===== src/rtl/mwait_irq_status.sv =====
module mwait_irq_status #(
  parameter int DW    = 32,
  parameter int CNT_W = 8,
  parameter int AW    = 2
) (
  input  logic             clk,
  input  logic             rst_n,
  input  logic             wait_in,
  input  logic             acc_start,
  input  logic             acc_active,
  input  logic             trap_evt,
  input  logic [CNT_W-1:0] max_wait,
  input  logic             reg_sel,
  input  logic             reg_wr,
  input  logic [AW-1:0]    reg_addr,
  input  logic [DW-1:0]    reg_wdata,
  output logic [DW-1:0]    reg_rdata,
  output logic             irq
);
  localparam int NSRC = 3;
  localparam logic [AW-1:0] A_RAW  = AW'(0);
  localparam logic [AW-1:0] A_MSKD = AW'(1);
  localparam logic [AW-1:0] A_MSET = AW'(2);
  localparam logic [AW-1:0] A_MCLR = AW'(3);

  logic            w_s1, w_s2, w_d;
  logic            rise, to_hit;
  logic            armed, seen;
  logic [CNT_W-1:0] cnt;
  logic [NSRC-1:0] raw_q, mask_q, masked, set_v, clr_v;
  logic            wr;

  always_ff @(posedge clk or negedge rst_n)
    if (!rst_n) {w_s1, w_s2, w_d} <= '0;
    else        {w_s1, w_s2, w_d} <= {wait_in, w_s1, w_s2};

  assign rise = w_s2 & ~w_d;

  assign to_hit = armed & acc_active & w_s2 & (cnt == '0) & ~acc_start;

  always_ff @(posedge clk or negedge rst_n)
    if (!rst_n) begin
      armed <= 1'b0;
      seen  <= 1'b0;
      cnt   <= '0;
    end else if (acc_start) begin
      armed <= 1'b1;
      seen  <= 1'b0;
      cnt   <= max_wait;
    end else if (armed) begin
      if (!acc_active || (seen && !w_s2)) armed <= 1'b0;
      else if (w_s2) begin
        seen <= 1'b1;
        if (cnt == '0) armed <= 1'b0;
        else           cnt   <= cnt - 1'b1;
      end
    end

  assign wr    = reg_sel & reg_wr;
  assign set_v = {rise, trap_evt, to_hit};
  assign clr_v = (wr && reg_addr == A_RAW) ? reg_wdata[NSRC-1:0] : '0;

  always_ff @(posedge clk or negedge rst_n)
    if (!rst_n) raw_q <= '0;
    else        raw_q <= (raw_q & ~clr_v) | set_v;

  always_ff @(posedge clk or negedge rst_n)
    if (!rst_n) mask_q <= '0;
    else if (wr && reg_addr == A_MSET) mask_q <= mask_q | reg_wdata[NSRC-1:0];
    else if (wr && reg_addr == A_MCLR) mask_q <= mask_q & ~reg_wdata[NSRC-1:0];

  assign masked = raw_q & mask_q;
  assign irq    = |masked;

  always_comb begin
    reg_rdata = '0;
    unique case (reg_addr)
      A_RAW:   reg_rdata[NSRC-1:0] = raw_q;
      A_MSKD:  reg_rdata[NSRC-1:0] = masked;
      default: reg_rdata[NSRC-1:0] = mask_q;
    endcase
  end
endmodule


===== config.mk =====
export PLATFORM = sky130hd
export DESIGN_NAME = mwait_irq_status
export DESIGN_NICKNAME = d
export VERILOG_FILES = /design/src/rtl/mwait_irq_status.sv
export SDC_FILE = /design/constraint.sdc
export NUM_CORES = 1
export LEC_CHECK = 0
export CAP_MARGIN = 5
export CORE_UTILIZATION = 45
export DETAILED_ROUTE_END_ITERATION = 8
export DONT_BUFFER_PORTS = 1
export PLACE_DENSITY = 0.67
export SLEW_MARGIN = 20
export SYNTH_ARGS = -nofsm -noshare
export SYNTH_HDL_FRONTEND = slang
export SYNTH_SLANG_ARGS = --single-unit

===== constraint.sdc =====
create_clock -name clk -period 4.8 [get_ports clk]
set_clock_uncertainty 0.05 [all_clocks]
set_input_delay 0.48 -clock clk [delete_from_list [all_inputs] [get_ports clk]]
set_output_delay 0.48 -clock clk [all_outputs]
set_load 0.02 [all_outputs]

==> results of run 1 <==
==> per-layer routing <==
layer  track usage  vias up  part of all wire
li1              -      436                 -
met1         0.192      420              0.42
met2         0.234       42              0.46
met3        0.0656        4             0.097
met4        0.0536        0             0.015
met5             0        -                 0
==> path summary, 6_finish.rpt <==
check                        start                         end  slack [ns]  cells past startpoint
min reg2reg                   w_s1                        w_s2        0.32                      0
max reg2reg                 cnt[0]                      cnt[1]        2.97                      5
min                        wait_in                        w_s1        0.14                      0
min in group asynchronous    rst_n                      cnt[1]        0.66                      1
max in group asynchronous    rst_n  asynchronous set/reset pin        3.53                      1
max                         cnt[0]                      cnt[1]        2.97                      5
==> cell usage in the layout (no fill, tap or decap), types with 3 or more instances in the layout <==
cell,netlist,final
conb_1,1,29
dfrtp_1,19,19
nand2_1,10,10
inv_1,8,8
nor2_1,6,6
nand3_1,6,6
nand4_1,6,6
o21ai_0,4,4
o22a_1,3,3
clkbuf_4,0,3
==> stage by stage <==
stage | instances | cell area [um^2] | total power [W] | hold slack [ns]
after global routing | 164 | 1220 | 0.000381 | 0.109
final | 164 | 1220 | 0.000358 | 0.141
after floorplan | 162 | 1380 | 0.000282 | 0.134
after CTS | 164 | 1220 | 0.000362 | 0.127
after global placement | 159 | 1180 | 0.000270 | 0.135
after detailed placement | 159 | 1180 | 0.000273 | 0.135
==> worst max-delay path, cell delays in order, from the launching register on <==
cell       delay (ns)
dfrtp_1          0.44
inv_1            0.07
ha_1             0.20
nor3b_2          0.49
a2111oi_0        0.20
a221o_1          0.29
==> cell families after synthesis <==
logic type               share of synthesized area
AO/OA/AOI/OAI                                0.176
adder cells (fa/ha/maj)                    0.00982
flip-flops                                   0.373
AND/OR/NAND/NOR                              0.231
buffers and inverters                        0.207
other                                      0.00294
==> final cells by class <==
class | count | area, um^2 | share of cell area
Multi-Input combinational cell | 102 | 639 | 0.524
Sequential cell | 19 | 475 | 0.390
Tap cell | 30 | 37.5 | 0.0308
Inverter | 8 | 30.0 | 0.0246
Clock buffer | 3 | 22.5 | 0.0185
Timing Repair Buffer | 1 | 10.0 | 0.00821
Clock inverter | 1 | 5.00 | 0.00410
==> power by group <==
group / total (W) / switching [W] / internal [W]
Sequential: 0.000193 / 0.0000178 / 0.000175
Combinational: 0.0000802 / 0.0000546 / 0.0000256
Clock: 0.0000842 / 0.0000531 / 0.0000311
Total: 0.000358 / 0.000126 / 0.000232
==> run_results.csv, run 1 <==
group,metric,value,unit
setup_path,cp.required,4.95,ns
power,power.density,293,mW/mm^2
grt,grt_max_degree,23,
synth,ys_ff_latch,19,
timing,rsz0062_at_grt,"false",
die,ioPinCount,83,
die,start_util,0.496,
clock_tree,cts_buffer_depth,2,
drt,drt-vias-per-instance,5.50,
setup_path,endpoint_kind,"flop",
timing,slew_headroom,0.441,
drt,ant_nets,0,
timing,fin_setup_tns,0,ns
finish,antenna_cells,0,
grt,gr-total-overflow,0,
synth,ys_seq_area_frac,0.373,
grt,antenna_found_initial,0,
grt,grt_pass1_wl,3710,um
outcome,status,"completed",
grt,grt_pass1_vias,816,
synth,synth_edf_count,0,
setup_path,critical_path_class,"flop to flop",
synth,synthCells,134,
timing,postLayoutSetupSlackWorst,2.97,ns
drt,drc,0,
clock_tree,clockRootBuffer,"clkbuf_4",
clock_tree,h-tree-depth,1,
power,p_leak,0.536,nW
die,die-width,55.2,um
synth,synth.distinct_cells,45,
synth,synth_commonest_cells,"buf_4 (29), dfrtp_1 (19), nand2_1 (10), inv_1 (8)",
synth,ys_async_sr_fraction,1.00,
finish,fin_util,0.475,
placement,post-place-ws,2.98,ns
clock_tree,cts_num_sinks,19,
timing,setup_violations,0,
drt,dr.pass1.iters,4,
synth,netlist_area,0.00127,mm^2
synth,synth_top_area_share,0.373,
die,fp-row-count,18,
drt,routed_wirelength,2270,um
die,die_area,0.00305,mm^2
synth,synth.most_common_cell,"buf_4",
drt,drtIter0Drc,58,
clock_tree,numCtsBuffers,3,
clock_tree,cts_setup_buffers,0,
clock_tree,clk_pin_slew_worst_paths,0.11,ns
placement,dpl.hpwl,1710,um
drt,vias,902,
timing,fin_crit,1.83,ns
setup_path,startpoint_type,"flop",
timing,post-route-period-util,0.382,
finish,fin_nets,186,
placement,gp_congestion,0.831,
synth,synth_top_flop_cell,"dfrtp_1",
timing,hold_viol,0,
die,die_y,55.2,um
min_path,holdCritPathClass,"input port to flop",
drt,routedWlPerCell,13.8,um
clock_tree,cts_resized,0,
synth,synth_area_per_cell,9.51,um^2
synth,yosysWarnings,0,
setup_path,arrival,1.99,ns
finish,synthToLayoutAreaGrowth,-4.22,%
finish,nFillCells,263,
job,maxCapViolations,0,
clock_tree,postCtsHoldBufs,1,
clock_tree,clk_latency,0.30,ns
synth,yosys-top-cells-area,"dfrtp_1 (37%), buf_4 (17%), nand2_1 (2.9%)",
timing,tightest_slew,0.836,ns
power,ir_drop,0.168,mV
placement,portBuffers,0,
die,core_area,0.00257,mm^2
synth,synth_top_area_cell,"dfrtp_1",
timing,slew_violations,0,
grt,grt_usage,0.153,
timing,fmax,0.546,GHz
setup_path,cp_max_fo,9,
clock_tree,cts_tree,"yes",
finish,layout-drive-gt1-share,0.0821,
(Power assumes the default switching activity.)
==> inputs of run 2 (changes only) <==
==> constraint.sdc (replaced) <==
create_clock -name clk -period 1.8 [get_ports clk]
set_clock_uncertainty 0.05 [all_clocks]
set_input_delay 0.18 -clock clk [delete_from_list [all_inputs] [get_ports clk]]
set_output_delay 0.18 -clock clk [all_outputs]
set_load 0.02 [all_outputs]
==> run 2 against run 1 <==
Net effect: design area is 11% higher; largest power group unchanged; total power grew to 2.7 times the previous value; combinational power increased to 3.0 times the previous value; die area is the same; sequential power rose to 2.7 times the previous value; flip-flop and latch count unchanged; via count rose by 8.0%; clock power rose to 2.5 times the previous value; global-route usage is 1.8 points higher; critical endpoint unchanged; wire length increased by 6.6%; hold slack lost 0.13 ns.
==> run_results.csv, run 2 (synthesized netlist as in run 1, its figures left out) <==
group,metric,value,unit
outcome,status,"completed",
drt,highest-signal-layer,"met4",
timing,fin_crit,1.67,ns
die,die-width,55.2,um
setup_path,startpoint_type,"flop",
drt,routedWlPerCell,13.6,um
die,ioPinCount,83,
clock_tree,numCtsBuffers,3,
placement,placed_cell_area,0.00120,mm^2
setup_path,cp.required,1.94,ns
placement,portBuffers,0,
power,p_leak,0.594,nW
placement,dpl.hpwl,1810,um
setup_path,rrSetupSlack,0.13,ns
die,core_area,0.00257,mm^2
finish,fin_util,0.527,
setup_path,arrival,1.81,ns
grt,grt_usage,0.170,
timing,fin_setup_tns,0,ns
clock_tree,h-tree-depth,1,
die,die_y,55.2,um
finish,final-instance-count-excl-fill,178,
timing,setup_violations,0,
clock_tree,clk_pin_slew_worst_paths,0.10,ns
placement,dpl.cell_count,161,
power,power.density,718,mW/mm^2
placement,gp_congestion,0.821,
clock_tree,cts_num_sinks,19,
finish,fin_nets,200,
clock_tree,cts_buffer_depth,2,
clock_tree,cts_tree,"yes",
timing,rsz0062_at_grt,"false",
power,ir_drop,0.443,mV
finish,most-common-layout-cells,"conb_1 (29), dfrtp_1 (19), dlygate4sd3_1 (13), nand2_1 (10), inv_1 (8)",
drt,drt-vias-per-instance,5.47,
timing,slew_violations,0,
clock_tree,cts_setup_buffers,0,
setup_path,critical_path_class,"flop to flop",
grt,antenna_found_initial,0,
timing,slew_headroom,0.413,
clock_tree,clk_latency,0.29,ns
drt,wl_met2,1190,um
finish,final_common_cell,"conb_1",
drt,ant_nets,0,
drt,drc,0,
job,maxCapViolations,0,
clock_tree,postCtsHoldBufs,13,
die,die_area,0.00305,mm^2
die,fp-row-count,18,
setup_path,endpoint_kind,"flop",
finish,finalInstanceArea,0.00135,mm^2
die,start_util,0.496,
drt,drtIter0Drc,32,
drt,wl_met3,132,um
finish,antenna_cells,0,
setup_path,cp_max_fo,5,
timing,post-route-period-util,0.930,
drt,dr.pass1.iters,4,
timing,tightest_slew,0.877,ns
grt,gr-total-overflow,0,
drt,drt-met1-wl,1080,um
min_path,holdCritPathClass,"input port to flop",
finish,synthToLayoutAreaGrowth,6.29,%
drt,vias,974,
grt,grt_pass1_wl,4160,um
grt,grt_max_degree,20,
grt,grt_pass1_vias,917,
clock_tree,cts_resized,0,
timing,fmax,0.597,GHz
finish,layout-drive-gt1-share,0.0811,
clock_tree,clockRootBuffer,"clkbuf_4",
drt,routed_wirelength,2420,um
timing,hold_viol,0,
-- run 2: cell type report --
| class | instances | area [um^2] |
|---|---|---|
| flip-flops and latches | 19 | 475 |
| repair buffers | 15 | 145 |
| well taps | 30 | 37.5 |
| clock buffers | 4 | 26.3 |
| inverters | 8 | 30.0 |
| fillers | 251 | 1210 |
| multi-input cells | 102 | 639 |
-- run 2: final timing paths --
check	cells past startpoint	startpoint	to
max in group asynchronous	1	rst_n	raw_q[2]
worst min-delay path	2	reg_wdata[1]	raw_q[1]
min in group asynchronous	1	rst_n	asynchronous set/reset pin
worst max-delay path	6	cnt[0]	cnt[1]
worst min register to register	0	w_s1	w_s2
worst max register to register	6	cnt[0]	cnt[1]
-- run 2: where the power goes --
part	total (W)	switching, W	internal (W)
logic	0.000242	0.000154	0.0000887
clock network	0.000214	0.000127	0.0000862
registers	0.000516	0.0000481	0.000468
-- run 2: metrics by stage --
| stage | setup WS (ns) | total power [W] | hold slack, ns |
|---|---|---|---|
| detailed placement | 0.143 | 0.000732 | -0.165 |
| global route | 0.0266 | 0.00103 | 0.0135 |
| floorplan | 0.227 | 0.000753 | -0.166 |
| global placement | 0.173 | 0.000724 | -0.165 |
| CTS | 0.142 | 0.000981 | 0.00638 |
| finish | 0.126 | 0.000972 | 0.0120 |
-- run 2: worst max-delay path, stage by stage (launching register included) --
cell and delay (ns):
dfrtp_1 0.42, inv_1 0.06, ha_1 0.23, nor3b_2 0.20, buf_4 0.16, a21o_1 0.15, a221o_1 0.30
-- run 2: layer usage --
metal,vias up,track usage
li1,464,-
met1,473,0.215
met2,33,0.286
met3,4,0.0351
met4,0,0.0643
met5,-,0
